`config.mk`:
```
export PLATFORM = sky130hd
export DESIGN_NAME = pit_channel
export DESIGN_NICKNAME = d
export VERILOG_FILES = /design/src/rtl/pit_pkg.sv /design/src/rtl/pit_ctrl.sv /design/src/rtl/pit_core.sv /design/src/rtl/pit_channel.sv
export SDC_FILE = /design/constraint.sdc
export NUM_CORES = 1
export LEC_CHECK = 0
export ABC_AREA = 1
export BUFFER_PORTS_ARGS = -buffer_cell sky130_fd_sc_hd__buf_2
export CAP_MARGIN = 20
export CORE_MARGIN = 5
export CORE_UTILIZATION = 55
export CTS_BUF_LIST = sky130_fd_sc_hd__clkbuf_16
export DETAILED_ROUTE_END_ITERATION = 6
export HOLD_SLACK_MARGIN = 0.12
export PLACE_DENSITY = 0.87
export SETUP_SLACK_MARGIN = 0.02
export SYNTH_ARGS = -nofsm -noshare
export SYNTH_HDL_FRONTEND = slang
export SYNTH_HIERARCHICAL = 1
export SYNTH_SLANG_ARGS = --single-unit
```
`constraint.sdc`:
```
create_clock -name clk -period 2.74 [get_ports clk]
set_clock_uncertainty 0.15 [all_clocks]
set_input_delay 0.274 -clock clk [delete_from_list [all_inputs] [get_ports clk]]
set_output_delay 0.274 -clock clk [all_outputs]
set_load 0.02 [all_outputs]
```
`src/rtl/pit_pkg.sv`:
```
package pit_pkg;
    localparam int CNT_W  = 16;
    localparam int BYTE_W = 8;
    localparam int DIGITS = CNT_W / 4;
    localparam int EXT_W  = CNT_W + 1;

    typedef enum logic [2:0] {
        M_TERM     = 3'd0,
        M_ONESHOT  = 3'd1,
        M_RATE     = 3'd2,
        M_SQUARE   = 3'd3,
        M_SWSTROBE = 3'd4,
        M_HWSTROBE = 3'd5
    } mode_e;

    typedef enum logic [1:0] {
        CMD_PROG   = 2'd0,
        CMD_LATCH  = 2'd1,
        CMD_STATUS = 2'd2,
        CMD_NONE   = 2'd3
    } cmd_e;

    typedef struct packed {
        mode_e mode;
        logic  bcd;
    } cfg_t;

    function automatic mode_e decode_mode(input logic [2:0] f);
        if (f[2] && f[1]) return mode_e'({1'b0, f[1:0]});
        return mode_e'(f);
    endfunction

    function automatic logic hw_trig(input mode_e m);
        return (m == M_ONESHOT) || (m == M_HWSTROBE);
    endfunction

    function automatic logic periodic(input mode_e m);
        return (m == M_RATE) || (m == M_SQUARE);
    endfunction

    function automatic logic [EXT_W-1:0] bcd_dec(input logic [EXT_W-1:0] v);
        logic [EXT_W-1:0] r;
        logic b;
        r = v;
        b = 1'b1;
        for (int i = 0; i < DIGITS; i++) begin
            if (b) begin
                if (v[4*i +: 4] == 4'd0) r[4*i +: 4] = 4'd9;
                else begin
                    r[4*i +: 4] = v[4*i +: 4] - 4'd1;
                    b = 1'b0;
                end
            end
        end
        if (b) r[CNT_W] = 1'b0;
        return r;
    endfunction

    function automatic logic [EXT_W-1:0] bcd_half(input logic [EXT_W-1:0] v);
        logic [EXT_W-1:0] r;
        logic rem;
        logic [4:0] t;
        r = '0;
        rem = v[CNT_W];
        for (int i = DIGITS - 1; i >= 0; i--) begin
            t = (rem ? 5'd10 : 5'd0) + {1'b0, v[4*i +: 4]};
            r[4*i +: 4] = t[4:1];
            rem = t[0];
        end
        return r;
    endfunction

    function automatic logic [EXT_W-1:0] count_down(input logic [EXT_W-1:0] v,
                                                    input logic bcd);
        if (v == '0) return bcd ? {1'b0, {DIGITS{4'h9}}} : {1'b0, {CNT_W{1'b1}}};
        return bcd ? bcd_dec(v) : v - 1'b1;
    endfunction
endpackage

```
`src/rtl/pit_ctrl.sv`:
```
module pit_ctrl
    import pit_pkg::*;
(
    input  logic              clk,
    input  logic              rst,
    input  logic              wr_en,
    input  logic              wr_ctrl,
    input  logic [BYTE_W-1:0] wr_data,
    input  logic              rd_en,
    output logic [BYTE_W-1:0] rd_data,
    input  logic [CNT_W-1:0]  live_cnt,
    input  logic              out_lvl,
    input  logic              null_cnt,
    output logic              prog_stb,
    output cfg_t              prog_cfg,
    output logic              load_stb,
    output logic [CNT_W-1:0]  init_val
);
    cmd_e              cmd;
    logic [5:0]        ctrl_q;
    logic              wr_hi;
    logic [BYTE_W-1:0] lo_q;
    logic              latch_vld;
    logic [CNT_W-1:0]  latch_q;
    logic              rd_hi;
    logic              stat_vld;
    logic [BYTE_W-1:0] stat_q;
    logic [CNT_W-1:0]  src;

    assign cmd           = cmd_e'(wr_data[7:6]);
    assign prog_stb      = wr_en && wr_ctrl && (cmd == CMD_PROG);
    assign prog_cfg.mode = decode_mode(wr_data[3:1]);
    assign prog_cfg.bcd  = wr_data[0];
    assign load_stb      = wr_en && !wr_ctrl && wr_hi;
    assign init_val      = {wr_data, lo_q};

    assign src     = latch_vld ? latch_q : live_cnt;
    assign rd_data = stat_vld ? stat_q : (rd_hi ? src[CNT_W-1:BYTE_W] : src[BYTE_W-1:0]);

    always_ff @(posedge clk) begin
        if (rst) begin
            ctrl_q    <= '0;
            wr_hi     <= 1'b0;
            lo_q      <= '0;
            latch_vld <= 1'b0;
            latch_q   <= '0;
            rd_hi     <= 1'b0;
            stat_vld  <= 1'b0;
            stat_q    <= '0;
        end else begin
            if (wr_en && wr_ctrl) begin
                case (cmd)
                    CMD_PROG: begin
                        ctrl_q    <= wr_data[5:0];
                        wr_hi     <= 1'b0;
                        rd_hi     <= 1'b0;
                        latch_vld <= 1'b0;
                        stat_vld  <= 1'b0;
                    end
                    CMD_LATCH: if (!latch_vld) begin
                        latch_vld <= 1'b1;
                        latch_q   <= live_cnt;
                        rd_hi     <= 1'b0;
                    end
                    CMD_STATUS: if (!stat_vld) begin
                        stat_vld <= 1'b1;
                        stat_q   <= {out_lvl, null_cnt, ctrl_q};
                    end
                    default: ;
                endcase
            end else if (wr_en) begin
                if (!wr_hi) lo_q <= wr_data;
                wr_hi <= !wr_hi;
            end
            if (rd_en) begin
                if (stat_vld) stat_vld <= 1'b0;
                else if (rd_hi) begin
                    rd_hi     <= 1'b0;
                    latch_vld <= 1'b0;
                end else rd_hi <= 1'b1;
            end
        end
    end

    // a status byte is returned once only
    p_status_once_r7: assert property (@(posedge clk) disable iff (rst)
        (stat_vld && rd_en && !wr_en) |=> !stat_vld);

    // a frozen count does not change without a write
    p_latch_hold_r6: assert property (@(posedge clk) disable iff (rst)
        (latch_vld && !wr_en) |=> $stable(latch_q));
endmodule

```
`src/rtl/pit_core.sv`:
```
module pit_core
    import pit_pkg::*;
(
    input  logic             clk,
    input  logic             rst,
    input  logic             tick,
    input  logic             gate,
    input  logic             prog_stb,
    input  cfg_t             prog_cfg,
    input  logic             load_stb,
    input  logic [CNT_W-1:0] init_val,
    output logic [CNT_W-1:0] cnt_out,
    output logic             out,
    output logic             null_cnt
);
    localparam logic [EXT_W-1:0] FULL = {1'b1, {CNT_W{1'b0}}};

    cfg_t             cfg_q;
    logic [EXT_W-1:0] cnt_q;
    logic [CNT_W-1:0] init_q;
    logic             have_cnt, load_pend, trig_pend, armed, gate_q, out_q, null_q;
    logic [EXT_W-1:0] ext_init, half, nxt;
    logic             hw, gate_rise, transfer, run;

    assign hw        = hw_trig(cfg_q.mode);
    assign ext_init  = (init_q == '0) ? FULL : {1'b0, init_q};
    assign half      = cfg_q.bcd ? bcd_half(ext_init) : (ext_init >> 1);
    assign nxt       = count_down(cnt_q, cfg_q.bcd);
    assign gate_rise = gate && !gate_q;
    assign transfer  = tick && (hw ? trig_pend : load_pend);
    assign run       = tick && armed && (hw || gate) && !transfer;

    assign cnt_out  = cnt_q[CNT_W-1:0];
    assign out      = out_q;
    assign null_cnt = null_q;

    always_ff @(posedge clk) begin
        if (rst) begin
            cfg_q     <= '{mode: M_TERM, bcd: 1'b0};
            cnt_q     <= '0;
            init_q    <= '0;
            have_cnt  <= 1'b0;
            load_pend <= 1'b0;
            trig_pend <= 1'b0;
            armed     <= 1'b0;
            gate_q    <= 1'b0;
            out_q     <= 1'b0;
            null_q    <= 1'b1;
        end else begin
            gate_q <= gate;
            if (prog_stb) begin
                cfg_q     <= prog_cfg;
                have_cnt  <= 1'b0;
                load_pend <= 1'b0;
                trig_pend <= 1'b0;
                armed     <= 1'b0;
                null_q    <= 1'b1;
                out_q     <= (prog_cfg.mode != M_TERM);
            end else begin
                if (transfer) begin
                    cnt_q     <= ext_init;
                    armed     <= 1'b1;
                    null_q    <= 1'b0;
                    load_pend <= 1'b0;
                    trig_pend <= 1'b0;
                    out_q     <= (cfg_q.mode != M_TERM) && (cfg_q.mode != M_ONESHOT);
                end else if (run) begin
                    if (periodic(cfg_q.mode) && cnt_q == EXT_W'(1)) begin
                        cnt_q <= ext_init;
                        out_q <= 1'b1;
                    end else begin
                        cnt_q <= nxt;
                        case (cfg_q.mode)
                            M_TERM, M_ONESHOT: out_q <= out_q || (nxt == '0);
                            M_RATE:            out_q <= (nxt != EXT_W'(1));
                            M_SQUARE:          out_q <= (nxt > half);
                            default:           out_q <= (nxt != '0);
                        endcase
                    end
                end
                if (load_stb) begin
                    init_q   <= init_val;
                    have_cnt <= 1'b1;
                    null_q   <= 1'b1;
                    if (!hw) load_pend <= 1'b1;
                    if (cfg_q.mode == M_TERM) out_q <= 1'b0;
                end
                if (gate_rise && hw && have_cnt) trig_pend <= 1'b1;
            end
        end
    end

    // mode 0 output stays high until rewritten
    p_mode0_sticky_r8: assert property (@(posedge clk) disable iff (rst)
        (cfg_q.mode == M_TERM && out_q && !prog_stb && !load_stb) |=> out_q);

    // mode 2 low phase lasts one tick interval
    p_rate_pulse_r10: assert property (@(posedge clk) disable iff (rst)
        (cfg_q.mode == M_RATE && armed && !out_q && tick && gate && !prog_stb) |=> out_q);

    // strobe low phase lasts one tick interval
    p_strobe_one_r12: assert property (@(posedge clk) disable iff (rst)
        ((cfg_q.mode == M_SWSTROBE || cfg_q.mode == M_HWSTROBE) && armed && !out_q && tick
         && (gate || hw) && !prog_stb) |=> out_q);

    // low gate holds the count in gated modes
    p_gate_hold_r13: assert property (@(posedge clk) disable iff (rst)
        (!hw && !gate && !load_pend && !prog_stb) |=> $stable(cnt_q));
endmodule

```
`src/rtl/pit_channel.sv`:
```
module pit_channel
    import pit_pkg::*;
(
    input  logic              clk,
    input  logic              rst,
    input  logic              tick,
    input  logic              gate,
    input  logic              wr_en,
    input  logic              wr_ctrl,
    input  logic [BYTE_W-1:0] wr_data,
    input  logic              rd_en,
    output logic [BYTE_W-1:0] rd_data,
    output logic              out
);
    logic             prog_stb, load_stb, null_cnt;
    cfg_t             prog_cfg;
    logic [CNT_W-1:0] init_val, live_cnt;

    pit_ctrl u_ctrl (
        .clk      (clk),
        .rst      (rst),
        .wr_en    (wr_en),
        .wr_ctrl  (wr_ctrl),
        .wr_data  (wr_data),
        .rd_en    (rd_en),
        .rd_data  (rd_data),
        .live_cnt (live_cnt),
        .out_lvl  (out),
        .null_cnt (null_cnt),
        .prog_stb (prog_stb),
        .prog_cfg (prog_cfg),
        .load_stb (load_stb),
        .init_val (init_val)
    );

    pit_core u_core (
        .clk      (clk),
        .rst      (rst),
        .tick     (tick),
        .gate     (gate),
        .prog_stb (prog_stb),
        .prog_cfg (prog_cfg),
        .load_stb (load_stb),
        .init_val (init_val),
        .cnt_out  (live_cnt),
        .out      (out),
        .null_cnt (null_cnt)
    );
endmodule

```
==> impl_metrics.toml <==
[die]
dieArea_sq_um = 12530
core-area_sq_um = 10230
die_h_um = 112.0
num_rows = 37
io-pin-count = 24
fp.dieW_um = 112.0
start_util = 0.5588

[power]
powerDensity_nw_per_um2 = 599.3
ir_drop_v = 0.0004570
leakage_uw = 0.003380

[timing]
slew_violations = 0
fin_ws_ps = -707.6
setup_tns_ps = -707.6
slew-limit-headroom = 0.4695
rsz0062_at_grt = "yes"
period_share = 1.258
fin_crit_ps = 3448
fmax_ghz = 0.2901
setup_viol = 1
tightest_slew_ps = 794.8
hold_viol = 0

[finish]
most-common-layout-cells = "nand2_1 (214), nor2_1 (115), buf_4 (113)"
postLayoutCoreUtil = 0.6962
fin_nets = 1025
diodes = 0
synthToLayoutAreaGrowth_pct = 24.60
drive_gt1_frac = 0.2245
fillers = 750
seq_area_sq_um = 1729
multiInputGateArea_sq_um = 3407
final_common_cell = "nand2_1"

[routing]
first_iter_violations = 635
vias_per_cell = 5.720
drtAntennaViolNets = 0
wirelength_um = 18070
vias = 6435
wl_per_cell_um = 16.06
drc = 0
first_pass_iters = 6

[critical_path]
max_stage_delay_ps = 370
cp.required_ps = 2810
cp_common_cell = "nand2_1"
crit_path_start_kind = "flip-flop"
critPathMaxFanout = 5
path_class = "reg -> reg"
cp-end-kind = "flip-flop"
cp.arrival_ps = 3520
cpMaxStageDelayCell = "dfxtp_4"

[global_routing]
grt_overflow_total = 0
grt.total_usage = 0.2707
grt_pass1_vias = 5923
grt_max_degree = 51
grt_pass1_wl_um = 27900
antenna_found_initial = 0

[cts]
cts_tree = "yes"
cts-root-buf = "clkbuf_16"
clkTransAtPathRegs_ps = 70
htreeDepth = 3
numCtsBuffers = 9
cts.sinks = 86
clockBufferDepth = 2
clk_latency_ps = 350

[place]
portBuffers = 23
post-dp-hpwl_um = 11930
dpl_worst_slack_ps = -353.3
place.gp.congestion = 1.023

[synthesis]
synth_cell_type_count = 39
synth_seq_area_share = 0.3012
ys.flop_type = "dfxtp_1"
avgSynthCellArea_sq_um = 6.409
synth-async-reset-ratio = 0
synth_area_sq_um = 5717
synth-seq-cells = 86
ys_warn_count = 6
synth_edf_count = 0
syn_inst = 892
synth_nets = 933

[run_status]
outcome = "complete, but fails checks"
violations = "negative setup slack"

[min_path]
hp-class = "in -> reg"

[job]
cap_violations = 0
-- power breakdown --
group	switching, uW	internal, uW	total, uW
combinational	867	660	1530
sequential	43.2	1300	1340
clock	578	821	1400
-- worst max-delay path: cells and delay by family (launching register included) --
family	cells	cell delay [ps]
fa+ha+maj	2	300
buf+inv	3	260
compound gates	2	240
flops	1	370
simple gates	24	2000
-- sequential cells by signal, indices dropped and copies added (netlist names), 4 cells and up --
| name | cells |
|---|---|
| u_core/init_q | 16 |
| u_ctrl/latch_q | 16 |
| u_ctrl/stat_q | 8 |
| u_core/cfg_q | 4 |
| u_ctrl/ctrl_q | 6 |
| u_ctrl/lo_q | 8 |
| u_core/cnt_q | 17 |
-- final cells by class --
cell class,count,area share
multi-input cells,639,0.4783
well taps,136,0.02389
clock buffers,9,0.03162
repair buffers,149,0.1542
inverters,99,0.05340
flip-flops and latches,86,0.2428
clock inverters,7,0.01581
-- per-layer routing --
layer	vias to the layer above	wire length [um]	part of all wire	track usage
li1	3048	-	-	-
met1	2821	6887	0.38	0.3330
met2	442	8331	0.46	0.4568
met3	124	1665	0.092	0.04674
met4	0	1183	0.065	0.1330
met5	-	0	0	0
-- kinds of logic after synthesis --
kind of cell             after synthesis  synth area share
AO/OA/AOI/OAI                        172            0.1674
buffers and inverters                167            0.1379
multiplexers                           3          0.005253
adder cells (fa/ha/maj)               26           0.05690
AND/OR/NAND/NOR                      432            0.3222
XOR/XNOR                               6          0.009192
flip-flops                            86            0.3012
-- path summary, 6_finish.rpt --
check | from | endpoint | slack [ps] | cells past startpoint
max | u_core/cnt_q[1]$_SDFFE_PP0P_ | u_core/out$_SDFF_PP0_ | -710 | 31
min | wr_data[6] | u_ctrl/lo_q[6]$_SDFFE_PP0P_ | 130 | 3
max reg2reg | u_core/cnt_q[1]$_SDFFE_PP0P_ | u_core/out$_SDFF_PP0_ | -710 | 31
min reg2reg | u_core/trig_pend$_SDFFE_PP0P_ | u_core/trig_pend$_SDFFE_PP0P_ | 310 | 2
-- cells in the mapped netlist, drive strengths merged, types with 4 or more instances --
library cell,n,area (sq um)
nand4,6,37.54
dfxtp,86,1722
nand2,229,874.6
inv,97,364.1
nand3b,8,60.06
nor2,135,571.8
o21ai,72,360.3
xor2,4,35.03
o211ai,18,135.1
ha,26,325.3
nand3,47,250.2
o22ai,7,43.79
buf,45,329.1
a221oi,6,52.55
a21oi,63,319.1
clkbuf,23,87.58
-- stage by stage --
| stage | std cells | instance area [sq um] | hold WS, ps | total power (uW) |
|---|---|---|---|---|
| 2_1_floorplan | 892 | 5736 | 202.5 | 2151 |
| 3_5_place_dp | 1092 | 6422 | 305.5 | 2614 |
| 4_1_cts | 1117 | 6873 | 120.2 | 4040 |
| 6_report | 1125 | 7123 | 129.5 | 4269 |
| 5_1_grt | 1125 | 7123 | 138.2 | 4500 |
| 3_3_place_gp | 1092 | 6422 | 300.2 | 2584 |
-- repair_timing --
| action | 4_1_cts | 5_1_grt |
|---|---|---|
| endpoints found under the hold margin | 10 | 0 |
| pin swaps | 1 | 33 |
| hold buffers | 9 | 0 |
| endpoints found under the setup margin | 1 | 3 |
| setup buffers | 0 | 8 |
| gates resized for setup | 7 | 43 |
No activity file was read; power rests on OpenSTA's default activity.
